===== src/rtl/lt_act_ctrl.sv =====
module lt_act_ctrl #(
  parameter int unsigned T0_TICKS   = 1200000,
  parameter int unsigned T1_TICKS   = 38400,
  parameter int unsigned T2_TICKS   = 3200,
  parameter int unsigned T3_TICKS   = 41600,
  parameter int unsigned TONE_TICKS = 240
) (
  input  logic       clk,
  input  logic       rst_n,
  input  logic       sym_tick,
  input  logic       act_req,
  input  logic       deact_req,
  input  logic       tone_rx,
  input  logic       far_end_done,
  input  logic       ec_conv,
  input  logic       sfs,
  input  logic       bfs,
  input  logic       los,
  output logic [2:0] tx_sig,
  output logic [3:0] state_code
);
  localparam int unsigned NT  = 5;
  localparam int unsigned M01 = (T0_TICKS > T1_TICKS) ? T0_TICKS : T1_TICKS;
  localparam int unsigned M23 = (T2_TICKS > T3_TICKS) ? T2_TICKS : T3_TICKS;
  localparam int unsigned M03 = (M01 > M23) ? M01 : M23;
  localparam int unsigned MX  = (M03 > TONE_TICKS) ? M03 : TONE_TICKS;
  localparam int unsigned CW  = $clog2(MX + 1);
  localparam int unsigned LEN [NT] = '{T0_TICKS, T1_TICKS, T2_TICKS, T3_TICKS, TONE_TICKS};
  localparam int TW0 = 0, TW1 = 1, TW2 = 2, TW3 = 3, TTN = 4;

  typedef enum logic [3:0] {
    S_FULL  = 4'd0, S_ALERT = 4'd1, S_WAIT  = 4'd2, S_AWAKE = 4'd3,
    S_TRAIN = 4'd4, S_FRAME = 4'd5, S_ACT   = 4'd7, S_PEND  = 4'd8,
    S_RCV   = 4'd9
  } st_t;

  st_t st, nxt;
  logic [NT-1:0] run, expd, strt, stp;
  logic [CW-1:0] cnt [NT];

  for (genvar i = 0; i < NT; i++) begin : g_tmr
    assign expd[i] = run[i] & sym_tick & (cnt[i] == CW'(LEN[i] - 1));
    always_ff @(posedge clk) begin
      if (!rst_n) begin
        run[i] <= 1'b0;
        cnt[i] <= '0;
      end else if (strt[i]) begin
        run[i] <= 1'b1;
        cnt[i] <= '0;
      end else if (stp[i] || expd[i]) begin
        run[i] <= 1'b0;
      end else if (run[i] && sym_tick) begin
        cnt[i] <= cnt[i] + 1'b1;
      end
    end
  end

  wire in_setup = (st == S_ALERT) || (st == S_WAIT) || (st == S_AWAKE) ||
                  (st == S_TRAIN) || (st == S_FRAME);

  always_comb begin
    nxt  = st;
    strt = '0;
    stp  = '0;
    case (st)
      S_FULL: begin
        if (act_req) begin
          nxt = S_ALERT; strt[TW0] = 1'b1; strt[TTN] = 1'b1;
        end else if (tone_rx) begin
          nxt = S_AWAKE; strt[TW0] = 1'b1;
        end
      end
      S_ALERT: if (expd[TTN]) nxt = S_WAIT;
      S_WAIT: if (tone_rx) begin
        nxt = S_AWAKE; strt[TW0] = 1'b1; stp[TW2] = 1'b1;
      end
      S_AWAKE: if (!tone_rx) nxt = S_TRAIN;
      S_TRAIN: if (far_end_done && ec_conv) nxt = S_FRAME;
      S_FRAME: if (sfs) begin
        nxt = S_ACT; stp[TW0] = 1'b1;
      end
      S_ACT: begin
        if (deact_req || expd[TW1]) begin
          nxt = S_PEND; strt[TW3] = 1'b1; stp[TW1] = 1'b1;
        end else if (bfs) begin
          stp[TW1] = 1'b1;
        end else if (!run[TW1]) begin
          strt[TW1] = 1'b1;
        end
      end
      S_PEND: if ((los && deact_req) || expd[TW3]) begin
        nxt = S_RCV; strt[TW2] = 1'b1; stp[TW3] = 1'b1;
      end
      S_RCV: begin
        if (expd[TW2]) begin
          nxt = S_FULL;
        end else if (tone_rx) begin
          nxt = S_AWAKE; strt[TW0] = 1'b1; stp[TW2] = 1'b1;
        end
      end
      default: nxt = S_FULL;
    endcase
    if (in_setup && expd[TW0]) begin
      nxt  = S_RCV;
      strt = '0;
      strt[TW2] = 1'b1;
      stp  = '1;
      stp[TW2] = 1'b0;
    end
  end

  always_ff @(posedge clk) begin
    if (!rst_n) st <= S_FULL;
    else        st <= nxt;
  end

  always_comb begin
    case (st)
      S_ALERT: tx_sig = 3'd1;
      S_TRAIN: tx_sig = 3'd2;
      S_FRAME: tx_sig = 3'd3;
      S_ACT:   tx_sig = 3'd4;
      default: tx_sig = 3'd0;
    endcase
  end

  assign state_code = st;
endmodule


===== config.mk =====
export PLATFORM = sky130hd
export DESIGN_NAME = lt_act_ctrl
export DESIGN_NICKNAME = d
export VERILOG_FILES = /design/src/rtl/lt_act_ctrl.sv
export SDC_FILE = /design/constraint.sdc
export NUM_CORES = 1
export LEC_CHECK = 0
export ABC_AREA = 1
export BUFFER_PORTS_ARGS = -buffer_cell sky130_fd_sc_hd__clkbuf_2
export CORE_ASPECT_RATIO = 0.6
export CORE_MARGIN = 2
export CORE_UTILIZATION = 30
export DETAILED_ROUTE_END_ITERATION = 12
export GPL_TIMING_DRIVEN = 0
export PLACE_DENSITY = 0.51
export SLEW_MARGIN = 20
export SYNTH_ARGS = -nofsm -noshare
export SYNTH_HDL_FRONTEND = slang
export SYNTH_SLANG_ARGS = --single-unit

===== constraint.sdc =====
create_clock -name clk -period 2.7 [get_ports clk]
set_input_delay 0.54 -clock clk [delete_from_list [all_inputs] [get_ports clk]]
set_output_delay 0.54 -clock clk [all_outputs]
set_load 0.005 [all_outputs]

==> impl.org, run 1 <==
** Timing
- TNS Setup :: 0 ns
- At the pin with the least slew margin, the transition time is between 0.5 and 0.6 ns.
- Final number of setup-violating endpoints :: 0
- The number of failing hold endpoints at the final stage was 0.
- Timing would allow up to 396 MHz.
- Max transition margin :: 64.4%
- Final critical delay including setup and external delays :: 2.53 ns
- Worst slack on hold paths :: between 0.4 and 0.5 ns
- Portion of the clock cycle consumed by the worst path in the final layout :: 93.6%
- Setup slack on the critical path of the routed design comes to 0.173 ns.
- Worst clock skew :: 0.0113 ns
- The total count of max-transition violations in the final report came to 0.

** Route
- DRC violation count after routing :: 0
- Summed over all layers, the routed wires come to ~17000 um.
- The first TritonRoute pass finished after 5 iterations.
- In the final routed layout, each cell accounts on average for 13.9 um.
- The routed layout has 5703 vias.
- Via count normalized by instance count :: 4.65
- After the first detailed-routing iteration, the DRC count stood at 385.
- Antenna violation net count after detailed routing :: 0

** Global route
- In the global route stage, met3 resource usage came out at about 3.8%.
- Remaining Overflow, GRT :: 0
- After global routing, the most crowded layer is met1.
- Across every metal layer, demand over resource in global routing totals 14.3%.
- Entering global routing, the biggest net connects 22 pins.
- Number of global-route vias before repair :: 5154
- Routing usage on met2 :: about 18%
- First-pass GRT wire length :: 27600 um
- The initial antenna violation count came to 0.
- Global routing usage on met1 :: a little under a quarter

** Final layout
- Most common cell after layout, fill and taps aside :: sky130_fd_sc_hd__nand2_1
- For this run, the post-layout net count is 914.
- Most used cells in the layout excluding fill and tap cells :: sky130_fd_sc_hd__nand2_1 (152), sky130_fd_sc_hd__nor2_1 (151), sky130_fd_sc_hd__edfxtp_1 (105), sky130_fd_sc_hd__inv_1 (102), sky130_fd_sc_hd__xor2_1 (60)
- End-of-flow core utilization :: 36.1%
- The number of antenna diodes in the final layout is 0.
- Relative to the synthesized area, the layout overhead comes to 17.5%.
- Non-filler instance count after layout :: 1226
- Proportion of layout cells with a drive suffix above 1 :: 13.0%

** Worst setup path
- Slowest library cell on the worst path :: sky130_fd_sc_hd__edfxtp_1
- Cell family contributing the most delay on the critical path :: simple AND/OR/NAND/NOR gates
- On the worst path, the slowest cell contributes a delay of 0.44 ns.
- STA puts the critical path data arrival time at 2.65 ns.
- The worst setup path is captured at a register.
- Critical Path Source Type :: register
- The critical path in this run is classified as reg2reg.
- Data on the critical path is required at its endpoint by 2.82 ns.
- Biggest fanout along the worst timing path :: 11
- The critical path contains buffers and inverters numbering 0 combined.
- The critical path goes through ha_1 -> nand3_2 -> nor2_4 -> nand3_1 -> nand2_1 -> nand2_1 -> nand3_2 -> nor2_2 -> nor2_4 -> nand2_4.

** Synth
- Post-synth top area cell :: sky130_fd_sc_hd__edfxtp_1
- Counting flops and latches in the post-synthesis netlist gives 114.
- When the netlist entered floorplanning its net count stood at 871.
- Yosys warning count :: 0
- Summing the sequential cell areas from Yosys gives between 40% and 50% of the chip area.
- Most used flip-flop cell after synthesis :: sky130_fd_sc_hd__edfxtp_1
- Largest cells by area after synthesis :: sky130_fd_sc_hd__edfxtp_1 (44%), sky130_fd_sc_hd__nand2_1 (8.1%), sky130_fd_sc_hd__nor2_1 (8.1%)
- Summed over its instances, the top area cell type makes up 44.1% of the synthesized netlist area.
- Yosys mapped a number of flops with a built-in enable equal to 105.
- Synthesis produced roughly 860 cells.
- The cell area that synthesis handed to floorplanning was 7140 um2.
- Post-synthesis average cell area :: 8.36 um2
- Cell variety after synth :: 42
- Counting flops with an async set or reset pin after synthesis yields a share of 0%.

** Clock network
- TritonCTS built the clock tree.
- H-tree Lvls :: 4
- In this run the deepest clock path goes through 2 buffers.
- Counting the buffers created by CTS gives 17.
- Clock-pin slew of the registers on the worst-case setup and hold paths :: 0.06 ns
- Clock tree synthesis found a total of 114 sinks.
- Clock latency on the worst-skew pair, taken at its later pin, is approximately 0.43 ns.
- For this design, the CTS-stage hold fixing added 0 buffers.
- In this run the clock root is driven by a sky130_fd_sc_hd__clkbuf_16.

** Floorplan
- The die covers 25100 um2.
- The floorplan has 43 rows.
- Standard cell core area :: approximately 23000 um2
- Die height :: 124 um
- Width of the die :: 203 um
- Starting utilization of the core area :: 30.7%
- During I/O placement, the number of pins put on the boundary was 18.

** Place
- At the end of routability-driven placement, the weighted congestion stood at about 0.83.
- Total instance count after detailed placement :: 1189
- The count of buffers added on input and output ports is 16.
- Placed wire-length estimate :: between 10000 and 15000 um
- Worst setup slack before clock tree synthesis :: -0.740 ns

** Power and ir drop
- The worst-case IR drop observed on VDD is ~0.42 mV.
- The analysis attributes to cell leakage a power of between 3 and 4 nW.
- Ratio of total power to cell area :: between 600 and 700 nW/um2

** Flow run
- Count of max-cap constraint violations :: 0

** Outcome
- Status :: finished clean

** Min path
- The path class of the tightest hold or removal check is reg2reg.
==> layout make-up <==
type                            instances  area (um2)
Buffer                                 12         101
Clock buffer                           26         499
Clock inverter                          6        78.8
Fill cell                            2431       14800
Inverter                              108         413
Multi-Input combinational cell        625        3460
Sequential cell                       114        3330
Tap cell                              315         394
Timing Repair Buffer                   20         114
==> synthesized netlist by cell type, drive strengths merged (5+ instances only) <==
cell type and n:
a21oi 22, nand4 31, xnor2 17, or2 5
o21ai 13, nand2 161, and2 7, xor2 60
ha 5, nand3 59, nor4 6, inv 108
nor2 166, buf 11, nor3b 10, dfxtp 9
edfxtp 105, nor3 53
==> metal layers <==
layer,wire [um],share of wire (%)
met4,186,1.1
met2,6080,36
met5,0,0
met1,10100,59
met3,701,4.1
==> flip-flops by register name, summed over array words and instances (netlist names) <==
register / cells
run: 5
state_code: 4
cnt: 105
==> final timing paths <==
| kind | from | to | slack [ns] | cells after the start |
|---|---|---|---|---|
| min reg2reg | run[4]$_SDFFE_PN0P_ | run[4]$_SDFFE_PN0P_ | 0.49 | 2 |
| min | run[4]$_SDFFE_PN0P_ | run[4]$_SDFFE_PN0P_ | 0.49 | 2 |
| max | cnt[1][0]$_SDFFCE_PN0P_ | cnt[3][11]$_SDFFCE_PN0P_ | 0.17 | 10 |
| max reg2reg | cnt[1][0]$_SDFFCE_PN0P_ | cnt[3][11]$_SDFFCE_PN0P_ | 0.17 | 10 |
==> where the power goes <==
part	leakage (nW)	switching (W)	total (W)	internal [W]
registers	1.19	0.000262	0.00247	0.00221
clock network	0.286	0.000795	0.00224	0.00145
logic	1.71	0.000610	0.000910	0.000299
total	3.18	0.00167	0.00563	0.00396
==> cells by family after synthesis <==
group,Yosys count,synth area share [%]
AO/OA/AOI/OAI,40,3.12
XOR/XNOR,77,9.44
adder cells (fa/ha/maj),5,0.876
buffers and inverters,120,7.11
flip-flops,114,46.7
AND/OR/NAND/NOR,499,32.8
==> through the flow <==
stage,cell area (um2),power (W)
6_report,8400,0.00563
5_1_grt,8400,0.00592
4_1_cts,8320,0.00566
3_5_place_dp,7690,0.00338
3_3_place_gp,7660,0.00339
2_1_floorplan,7190,0.00310
==> worst register-to-register path, cell delays in order (launching register included) <==
cell and delay, ns:
sky130_fd_sc_hd__edfxtp_1 0.44, sky130_fd_sc_hd__ha_1 0.27, sky130_fd_sc_hd__nand3_2 0.13, sky130_fd_sc_hd__nor2_4 0.07, sky130_fd_sc_hd__nand3_1 0.10, sky130_fd_sc_hd__nand2_1 0.07, sky130_fd_sc_hd__nand2_1 0.25, sky130_fd_sc_hd__nand3_2 0.28
sky130_fd_sc_hd__nor2_2 0.33, sky130_fd_sc_hd__nor2_4 0.09, sky130_fd_sc_hd__nand2_4 0.18
==> repair_timing <==
item / CTS / global route
pin swaps: 1 / 2
cloned: 0 / 4
setup buffers: 1 / 0
resized for setup: 10 / 8
endpoints found under the setup margin: 91 / 63
No activity file was read; power rests on OpenSTA's default activity.
==> inputs of run 2 (changes only) <==
--- a/config.mk
+++ b/config.mk
@@ -5,7 +5,7 @@
 export SDC_FILE = /design/constraint.sdc
 export NUM_CORES = 1
 export LEC_CHECK = 0
-export ABC_AREA = 1
+export ABC_AREA = 0
 export BUFFER_PORTS_ARGS = -buffer_cell sky130_fd_sc_hd__clkbuf_2
 export CORE_ASPECT_RATIO = 0.6
 export CORE_MARGIN = 2
==> run 2 against run 1 <==
Against the previous run:
- the run now ends with setup timing left
- clock-buffer cell count fell by 9
- sequential share of layout area up 2.8 points
- flip-flop and latch count stayed put
- critical path depth fell by 3
- routed wire length is 16% lower
- fmax fell by 8.6%
- clock skew fell by 0.0018 ns
- worst setup slack worse by 0.24 ns
- cell count shrank 20%
- clock power increased by 14%
- hold slack got worse by 0.046 ns
- design area is 6.6% lower
==> impl.org, run 2 <==
** Timing
- The post-route minimum period was 2.77 ns (+0.238 ns).
- The post-route clock period utilization was 102% (+8.8 points).
- Worst clock skew :: 0.00947 ns (-0.00183 ns)
- Setup repair after global routing could not meet its margin everywhere.
- Transition time at the pin with the least slew margin :: 0.760 ns (+0.227 ns)
- Max transition margin :: 48.6% (-16 points)
- Post-layout worst setup margin :: -0.0652 ns (-0.238 ns)
- Maximum achievable frequency :: 362 MHz (-8.6%)
- Final number of setup-violating endpoints :: 36 (+36)
- Count of final max-slew check failures :: 0 (unchanged)
- Final hold violation count :: 0 (unchanged)

** Place
- Post-DP Area :: 6800 um2 (-12%)
- Final weighted congestion of routability-driven global placement :: 0.824 (-0.72%)
- The HPWL after detailed placement came to 9540 um (-23%).
- Port buffer count :: 17 (+1)

** Final layout
- The ratio of cells with drive above 1 in the final layout is 16.7% (+3.8 points).
- The number of antenna diodes was 0 (unchanged).
- Max FFs per register :: 105 (unchanged)
- Design area :: 7840 um2 (-6.6%)
- Storage element area :: 3330 um2 (unchanged)
- Register name with the most flops :: cnt
- Leaving out fill and tap cells, the most frequent cell in the layout is sky130_fd_sc_hd__nor2_1.
- Most used cells in the layout excluding fill and tap cells :: sky130_fd_sc_hd__nor2_1 (117), sky130_fd_sc_hd__edfxtp_1 (105), sky130_fd_sc_hd__nand2_1 (52), sky130_fd_sc_hd__xnor2_1 (48), sky130_fd_sc_hd__xor2_1 (47)
- The area of the multi-input gates is 3080 um2 (-11%).
- Area growth, synth to finish :: 23.4%
- The fill cell instance count of the final layout came to 2009 (-17%).
- Final net count :: 702 (-23%)

** Synth
- By area the synthesized netlist is led by sky130_fd_sc_hd__edfxtp_1 (50%), sky130_fd_sc_hd__nor2_1 (7.0%), sky130_fd_sc_hd__xnor2_1 (6.6%).
- Area share of the largest cell type after synthesis :: 49.6% (+5.5 points)
- Sequential-to-total area share from yosys stat :: 52.4% (+5.8 points)
- Post-synthesis average cell area :: 10.1 um2 (+21%)
- The number of distinct library cells after synthesis came to 48 (+14%).
- Yosys warning count :: 0 (unchanged)
- The flop and latch count out of synthesis came to 114 (unchanged).
- The instance count of the mapped netlist is 629 (-26%).
- Number of flops mapped to enable cells by yosys :: 105 (unchanged)
- The net count after synthesis is 645 (-26%).
- Among all cell types in the netlist, the one instantiated most often is sky130_fd_sc_hd__nor2_1.
- Leading post-synthesis cells by instance count :: sky130_fd_sc_hd__nor2_1 (118), sky130_fd_sc_hd__edfxtp_1 (105), sky130_fd_sc_hd__nand2_1 (52)
- Proportion of synthesized flip-flops having asynchronous set or reset :: 0% (unchanged)
- Most used flip-flop cell after synthesis :: sky130_fd_sc_hd__edfxtp_1
- Post-synth top area cell :: sky130_fd_sc_hd__edfxtp_1
- The combined area of all synthesized cells was 6360 um2 (-11%).

** Flow run
- The max-capacitance violation count was 0 (unchanged).

** Worst setup path
- Dominant cell type by count on the critical path :: sky130_fd_sc_hd__or4_4
- Critical path required time :: 2.98 ns (+0.16 ns)
- Slowest library cell on the worst path :: sky130_fd_sc_hd__or4b_4
- The worst setup path is of the reg2reg kind.
- Broken down by cell family, the worst path's largest delay share belongs to simple AND/OR/NAND/NOR gates.
- Biggest fanout along the worst timing path :: 10 (-1)
- Critical Path Source Type :: register
- The critical path goes through or4b_4 -> or4_4 -> and4bb_4 -> a211oi_4 -> or4_4 -> buf_8 -> nor2_2.
- Arrival time of data at the critical path endpoint :: 3.04 ns (+0.39 ns)
- Worst path bufs/invs :: 1 (+1)
- Stage delay of the slowest cell on the critical path :: 0.56 ns (+0.12 ns)
- Nature of the critical path endpoint :: register

** Global route
- Number of global-route vias before repair :: 4537 (-12%)
- Largest net degree at the start of global routing :: 22 (unchanged)
- The total global routing overflow is 0 (unchanged).
- The total routing resource utilization after global routing was 13.7% (-0.57 points).
- First-pass GRT wire length :: 23600 um (-14%)
- Antenna violations before repair :: 0 (unchanged)

** Power and ir drop
- The overall power of the completed layout is 0.00590 W (+4.9%).
- Comb power frac :: 15.3% (-0.9 points)
- Static leakage power :: 2.65 nW (-17%)
- Ratio of total power to cell area :: 752 nW/um2 (+12%)
- Sw power :: 0.00159 W (-4.7%)
- The proportion of total power due to net switching is 26.9% (-2.7 points).
- The sequential power share came to 41.4% (-2.6 points).
- Clock network power share :: 43.3% (+3.5 points)
- Largest vdd supply drop :: 0.519 mV (+24%)
- Internal power summed over all cells :: 0.00431 W (+9.0%)

** Floorplan
- The initial core utilization came to 30.4% (-0.30 points).
- Width of the die :: 192 um (-5.6%)
- The core area came to 20900 um2 (-10%).
- I/O Pins :: 18 (unchanged)
- Die area :: 22400 um2 (-11%)
- The number of rows in the core area was 41 (-4.7%).
- Die height :: 117 um (-5.5%)

** Route
- Routed vias :: 4758 (-17%)
- DRC violation count after routing :: 0 (unchanged)
- The count of TritonRoute iterations in the first routing pass came to 5 (unchanged).
- The total detailed-routing wirelength is 14400 um (-16%).
- Avg WL per Cell :: 14.7 um (+5.9%)
- The violation count after the first detailed-route iteration was 318 (-17%).
- Via count normalized by instance count :: 4.87 (+4.6%)
- Antenna violation net count after detailed routing :: 0 (unchanged)

** Clock network
- Number of buffers created by CTS :: 17 (unchanged)
- The clock latency on the worst-skew pair is 0.41 ns (-0.02 ns).
- Maximum number of buffers from clock root to sink :: 2 (unchanged)
- Clock-pin slew of the registers on the worst-case setup and hold paths :: 0.06 ns (about the same)
- Number of sinks on the clock net :: 114 (unchanged)
- Clock tree synthesis selected as its root buffer the cell sky130_fd_sc_hd__clkbuf_16.
- The number of H-tree branching levels was 4 (unchanged).
- TritonCTS built the clock tree.

** Min path
- Min-delay worst type :: in2reg

** Outcome
- The final reports fail on setup timing.
- Status :: finished, violations left
[run 2: changes by cell type in the layout (fill, tap and decap cells not counted), sizes merged, moves of 14 or more]
cell   previous run  this run
a21oi            22         8
and3              0        30
inv             108        16
nand2           162        52
nor2            166       138
nor3             53         9
xnor2            17        48
[run 2: final timing paths]
kind	slack, ns	end	depth (start not counted)	start
hold reg to reg	0.49	run[4]$_SDFFE_PN0P_	2	run[4]$_SDFFE_PN0P_
hold / removal	0.45	run[3]$_SDFFE_PN0P_	2	rst_n
setup reg to reg	-0.07	cnt[0][16]$_SDFFCE_PN0P_	7	cnt[0][13]$_SDFFCE_PN0P_
setup / recovery	-0.07	cnt[0][16]$_SDFFCE_PN0P_	7	cnt[0][13]$_SDFFCE_PN0P_
[run 2: area by class of cell]
cell class	count	share of cell area [%]
Sequential cell	114	42.5
Multi-Input combinational cell	487	39.2
Clock buffer	17	5.42
Tap cell	279	4.45
Clock inverter	15	3.05
Timing Repair Buffer	33	2.98
Buffer	17	1.63
Inverter	16	0.766
[run 2: power groups by stage]
| stage | registers (W) | clock network [W] | logic (W) |
|---|---|---|---|
| 6_report | 0.00244 | 0.00256 | 0.000902 |
| 5_1_grt | 0.00248 | 0.00268 | 0.000998 |
| 4_1_cts | 0.00243 | 0.00260 | 0.000839 |
| 3_5_place_dp | 0.00248 | 0 | 0.000711 |
| 3_3_place_gp | 0.00247 | 0 | 0.000701 |
| 2_1_floorplan | 0.00241 | 0 | 0.000540 |
[run 2: what timing repair did]
action | in CTS | in global routing
resized for setup | 26 | 24
hold buffers | 0 | 0
setup buffers | 10 | 6
endpoints found under the hold margin | 0 | 0
pin swaps | 3 | 0
gates cloned | 4 | 1
endpoints found under the setup margin | 206 | 122
[run 2: per-stage QoR]
stage	setup TNS [ns]	util (%)	std cells	setup WS (ns)	hold slack [ns]
2_1_floorplan	-4.10	-	629	-0.0774	0.444
3_3_place_gp	-75.10	32.5	925	-0.648	0.466
3_5_place_dp	-81.37	32.5	925	-0.702	0.477
4_1_cts	-1.59	36.9	971	-0.0784	0.424
5_1_grt	-5.08	37.6	978	-0.128	0.439
6_report	-1.39	37.6	978	-0.0652	0.445
[run 2: layer usage]
layer / GRT usage, % / wire (um)
met1: 19.5 / 7590
met2: 19.8 / 6110
met3: 3.61 / 533
met4: 5.28 / 189
met5: 0 / 0
[run 2: cell families after synthesis]
group	share of synthesized area [%]
AND/OR/NAND/NOR	27.5
AO/OA/AOI/OAI	3.80
buffers and inverters	2.18
adder cells (fa/ha/maj)	0.984
XOR/XNOR	13.1
flip-flops	52.4
==> inputs of run 3 (changes only) <==
--- a/config.mk
+++ b/config.mk
@@ -12,7 +12,8 @@
 export CORE_UTILIZATION = 30
 export DETAILED_ROUTE_END_ITERATION = 12
 export GPL_TIMING_DRIVEN = 0
-export PLACE_DENSITY = 0.51
+export PLACE_DENSITY = 0.49
+export SETUP_SLACK_MARGIN = 0.02
 export SLEW_MARGIN = 20
 export SYNTH_ARGS = -nofsm -noshare
 export SYNTH_HDL_FRONTEND = slang
==> constraint.sdc (replaced) <==
create_clock -name clk -period 3.5 [get_ports clk]
set_input_delay 0.7 -clock clk [delete_from_list [all_inputs] [get_ports clk]]
set_output_delay 0.7 -clock clk [all_outputs]
set_load 0.005 [all_outputs]
==> run 3 against run 2 <==
Against the previous run:
- the run now ends clean
- non-clock buffer count fell by 15
- utilization fell by 2.2 points
- total power fell by 31%
- global-route usage fell by 0.83 points
- combinational power fell by 38%
- clock power fell by 36%
- via count fell by 3.9%
- largest cell class unchanged
==> impl.org, run 3 (same netlist as run 2, synthesis figures left out) <==
** Floorplan
- The die extent in x came to 192 um (unchanged).
- The chip height is 117 um (unchanged).
- The die area is 22400 um2 (unchanged).
- The initial core utilization is 30.4% (unchanged).
- Total number of placement rows :: 41 (unchanged)
- I/O Pins :: 18 (unchanged)
- Standard cell core area :: 20900 um2 (unchanged)

** Power and ir drop
- The clock group share of total power is 40.2% (-3.1 points).
- The static leakage is 2.43 nW (-8.4%).
- The internal power is 0.00292 W (-32%).
- The worst ir drop on vdd was 0.335 mV (-35%).
- The share of power burned in combinational logic came to 13.6% (-1.7 points).
- The overall power of the completed layout was 0.00408 W (-31%).
- The switching power summed over all nets is 0.00116 W (-27%).
- Switching power as a share of total power :: 28.4% (+1.5 points)
- The power per cell area came to 552 nW/um2 (-27%).
- The sequential power share is 46.2% (+4.8 points).

** Final layout
- Proportion of layout cells with a drive suffix above 1 :: 12.1% (-4.7 points)
- The storage element area came to 3330 um2 (unchanged).
- Ranked by flip-flop count, first place goes to cnt.
- The number of flip-flops under the largest register name is 105 (unchanged).
- The area growth from synthesis to layout is 16.2%.
- Most used cells in the layout excluding fill and tap cells :: sky130_fd_sc_hd__nor2_1 (118), sky130_fd_sc_hd__edfxtp_1 (105), sky130_fd_sc_hd__nand2_1 (52), sky130_fd_sc_hd__xnor2_1 (48), sky130_fd_sc_hd__xor2_1 (47)
- Design area :: 7380 um2 (-5.9%)
- End-of-flow core utilization :: 35.4% (-2.2 points)
- The library cell used most frequently in the layout, excluding fill and tap cells, is sky130_fd_sc_hd__nor2_1.
- Final net count :: 682 (-2.8%)
- The number of antenna diodes was 0 (unchanged).
- The area of the multi-input gates is 2910 um2 (-5.4%).
- The fill cell instance count of the final layout came to 2079 (+3.5%).

** Clock network
- Cts-stage hold buffer count :: 0 (unchanged)
- Clock tree from TritonCTS :: yes
- The clock sink total was 114 (unchanged).
- The clock transition time at the flip-flop clock pins of the worst setup and hold paths was 0.06 ns (about the same).
- Number of buffers created by CTS :: 17 (unchanged)
- Worst-Skew Late Latency :: 0.41 ns (about the same)
- H-tree Lvls :: 4 (unchanged)
- Cells resized by post-CTS repair :: 3 (-88%)
- The maximum buffer depth of the clock tree was 2 (unchanged).
- The total setup buffers inserted after CTS is 0 (-10).
- Buffer type at the clock tree root :: sky130_fd_sc_hd__clkbuf_16

** Worst setup path
- The worst register-to-register path ends at cnt[4][16]$_SDFFCE_PN0P_.
- Origin of the worst setup path :: cnt[0][15]$_SDFFCE_PN0P_
- Worst R2R Path Depth :: 6 (-1)
- Last element of the critical path :: cnt[4][16]$_SDFFCE_PN0P_
- The signal on the critical path passes through or4b_1 -> or4_1 -> and4bb_4 -> nor2_1 -> nand4_1 -> nand3_2.
- The required time of the critical path came to 3.48 ns (+0.50 ns).
- Among all stages on the critical path, the largest delay is contributed by sky130_fd_sc_hd__or4b_1.
- The worst setup path is launched from a register.
- The highest cell delay on the worst timing path was 0.56 ns (about the same).
- Register-to-Register Setup Slack :: 0.33 ns (+0.40 ns)
- Nature of the critical path endpoint :: register
- In this run the critical register-to-register path is launched from cnt[0][15]$_SDFFCE_PN0P_.
- Arrival time of data at the critical path endpoint :: 3.15 ns (+0.11 ns)
- Biggest fanout along the worst timing path :: 21 (+11)
- The worst setup path is of the reg2reg kind.

** Place
- Final weighted congestion of routability-driven global placement :: 0.824 (about the same)
- Port buffer count :: 17 (unchanged)
- Post-DP Area :: 6790 um2 (about the same)
- Placed wire-length estimate :: 9480 um (-0.61%)

** Global route
- Remaining Overflow, GRT :: 0 (unchanged)
- Number of global-route vias before repair :: 4264 (-6.0%)
- The initial antenna violation count came to 0 (unchanged).
- The wire length of the first global-routing pass is 22500 um (-4.8%).
- The maximum number of pins on one net before global-route repair was 22 (unchanged).
- The total routing resource utilization after global routing was 12.9% (-0.83 points).

** Min path
- The min-delay analysis places its worst path in the category reg2reg.

** Route
- The sum of met2 wire segment lengths after detailed routing was 5550 um (-9.2%).
- The highest layer touched by signal routing is met4.
- The length of routed wiring on met1 is 7420 um (-2.2%).
- DRC violation count after routing :: 0 (unchanged)
- The count of antenna-violating nets left after detailed routing was 0 (unchanged).
- The average detailed-routed wire length per instance is 14.1 um (-4.3%).
- WL met3 :: 436 um (-18%)
- Routed vias :: 4573 (-3.9%)
- The count of TritonRoute iterations in the first routing pass was 5 (unchanged).
- Via count normalized by instance count :: 4.77 (-1.9%)
- The total detailed-routing wirelength was 13500 um (-6.3%).
- Initial drt markers :: 470 (+48%)

** Timing
- Final critical delay including setup and external delays :: 3.17 ns (+0.404 ns)
- Final hold violation count :: 0 (unchanged)
- TNS Setup :: 0 ns (+1.39 ns)
- The post-route clock period utilization came to 90.6% (-12 points).
- The final clock skew came to 0.0101 ns (+0.000618 ns).
- RSZ-0062 raised after global routing :: no
- The final setup violation count is 0 (-100%).
- Transition time at the pin with the least slew margin :: 0.704 ns (-0.0557 ns)
- The tightest slew margin relative to the limit is 52.7% (+4.0 points).
- Maximum achievable frequency :: 315 MHz (-13%)
- The total count of max-transition violations in the final report came to 0 (unchanged).

** Flow run
- Count of max-cap constraint violations :: 0 (unchanged)

** Outcome
- The flow ran to the end, and the final reports show no timing, DRC or antenna violations.
run 3: how the worst min path moves through the flow:
stage	depth (start not counted)	end	startpoint	slack [ns]
after CTS	2	run[4]$_SDFFE_PN0P_	run[4]$_SDFFE_PN0P_	0.51
after detailed placement	2	run[4]$_SDFFE_PN0P_	run[4]$_SDFFE_PN0P_	0.50
final	2	run[4]$_SDFFE_PN0P_	run[4]$_SDFFE_PN0P_	0.51
after global placement	2	run[4]$_SDFFE_PN0P_	run[4]$_SDFFE_PN0P_	0.48
after global routing	2	run[4]$_SDFFE_PN0P_	run[4]$_SDFFE_PN0P_	0.55
after floorplan	2	run[4]$_SDFFE_PN0P_	run[4]$_SDFFE_PN0P_	0.44
run 3: cell type report:
type / count / area share, %
sequential: 114 / 45.1
multi-input combinational: 482 / 39.4
buffer: 17 / 1.07
timing repair buffer: 18 / 1.30
clock buffer: 20 / 6.05
tap: 279 / 4.73
inverter: 16 / 0.813
clock inverter: 12 / 1.49
run 3: critical path, delay by kind of cell (launching register included):
family	cells	cell delay, ns
flops	1	0.43
simple gates	6	2.30
run 3: power by group through the flow:
stage               Combinational (W)  Sequential [W]  Clock, W
floorplan                    0.000415         0.00186         0
global placement             0.000542         0.00191         0
detailed placement           0.000544         0.00191         0
CTS                          0.000552         0.00189   0.00166
global route                 0.000630         0.00192   0.00174
finish                       0.000555         0.00189   0.00164
run 3: stage by stage:
step | std cells | hold WS (ns) | worst slack, ns
finish | 958 | 0.509 | 0.330
global route | 958 | 0.551 | 0.135
CTS | 957 | 0.505 | 0.0671
detailed placement | 925 | 0.496 | -0.0892
global placement | 925 | 0.476 | -0.0530
floorplan | 629 | 0.444 | 0.540
run 3: routing by layer:
layer | vias to the layer above | track usage [%]
met5 | - | 0
met4 | 0 | 3.69
met3 | 11 | 3.19
met2 | 58 | 17.7
met1 | 2195 | 19.6
li1 | 2309 | -
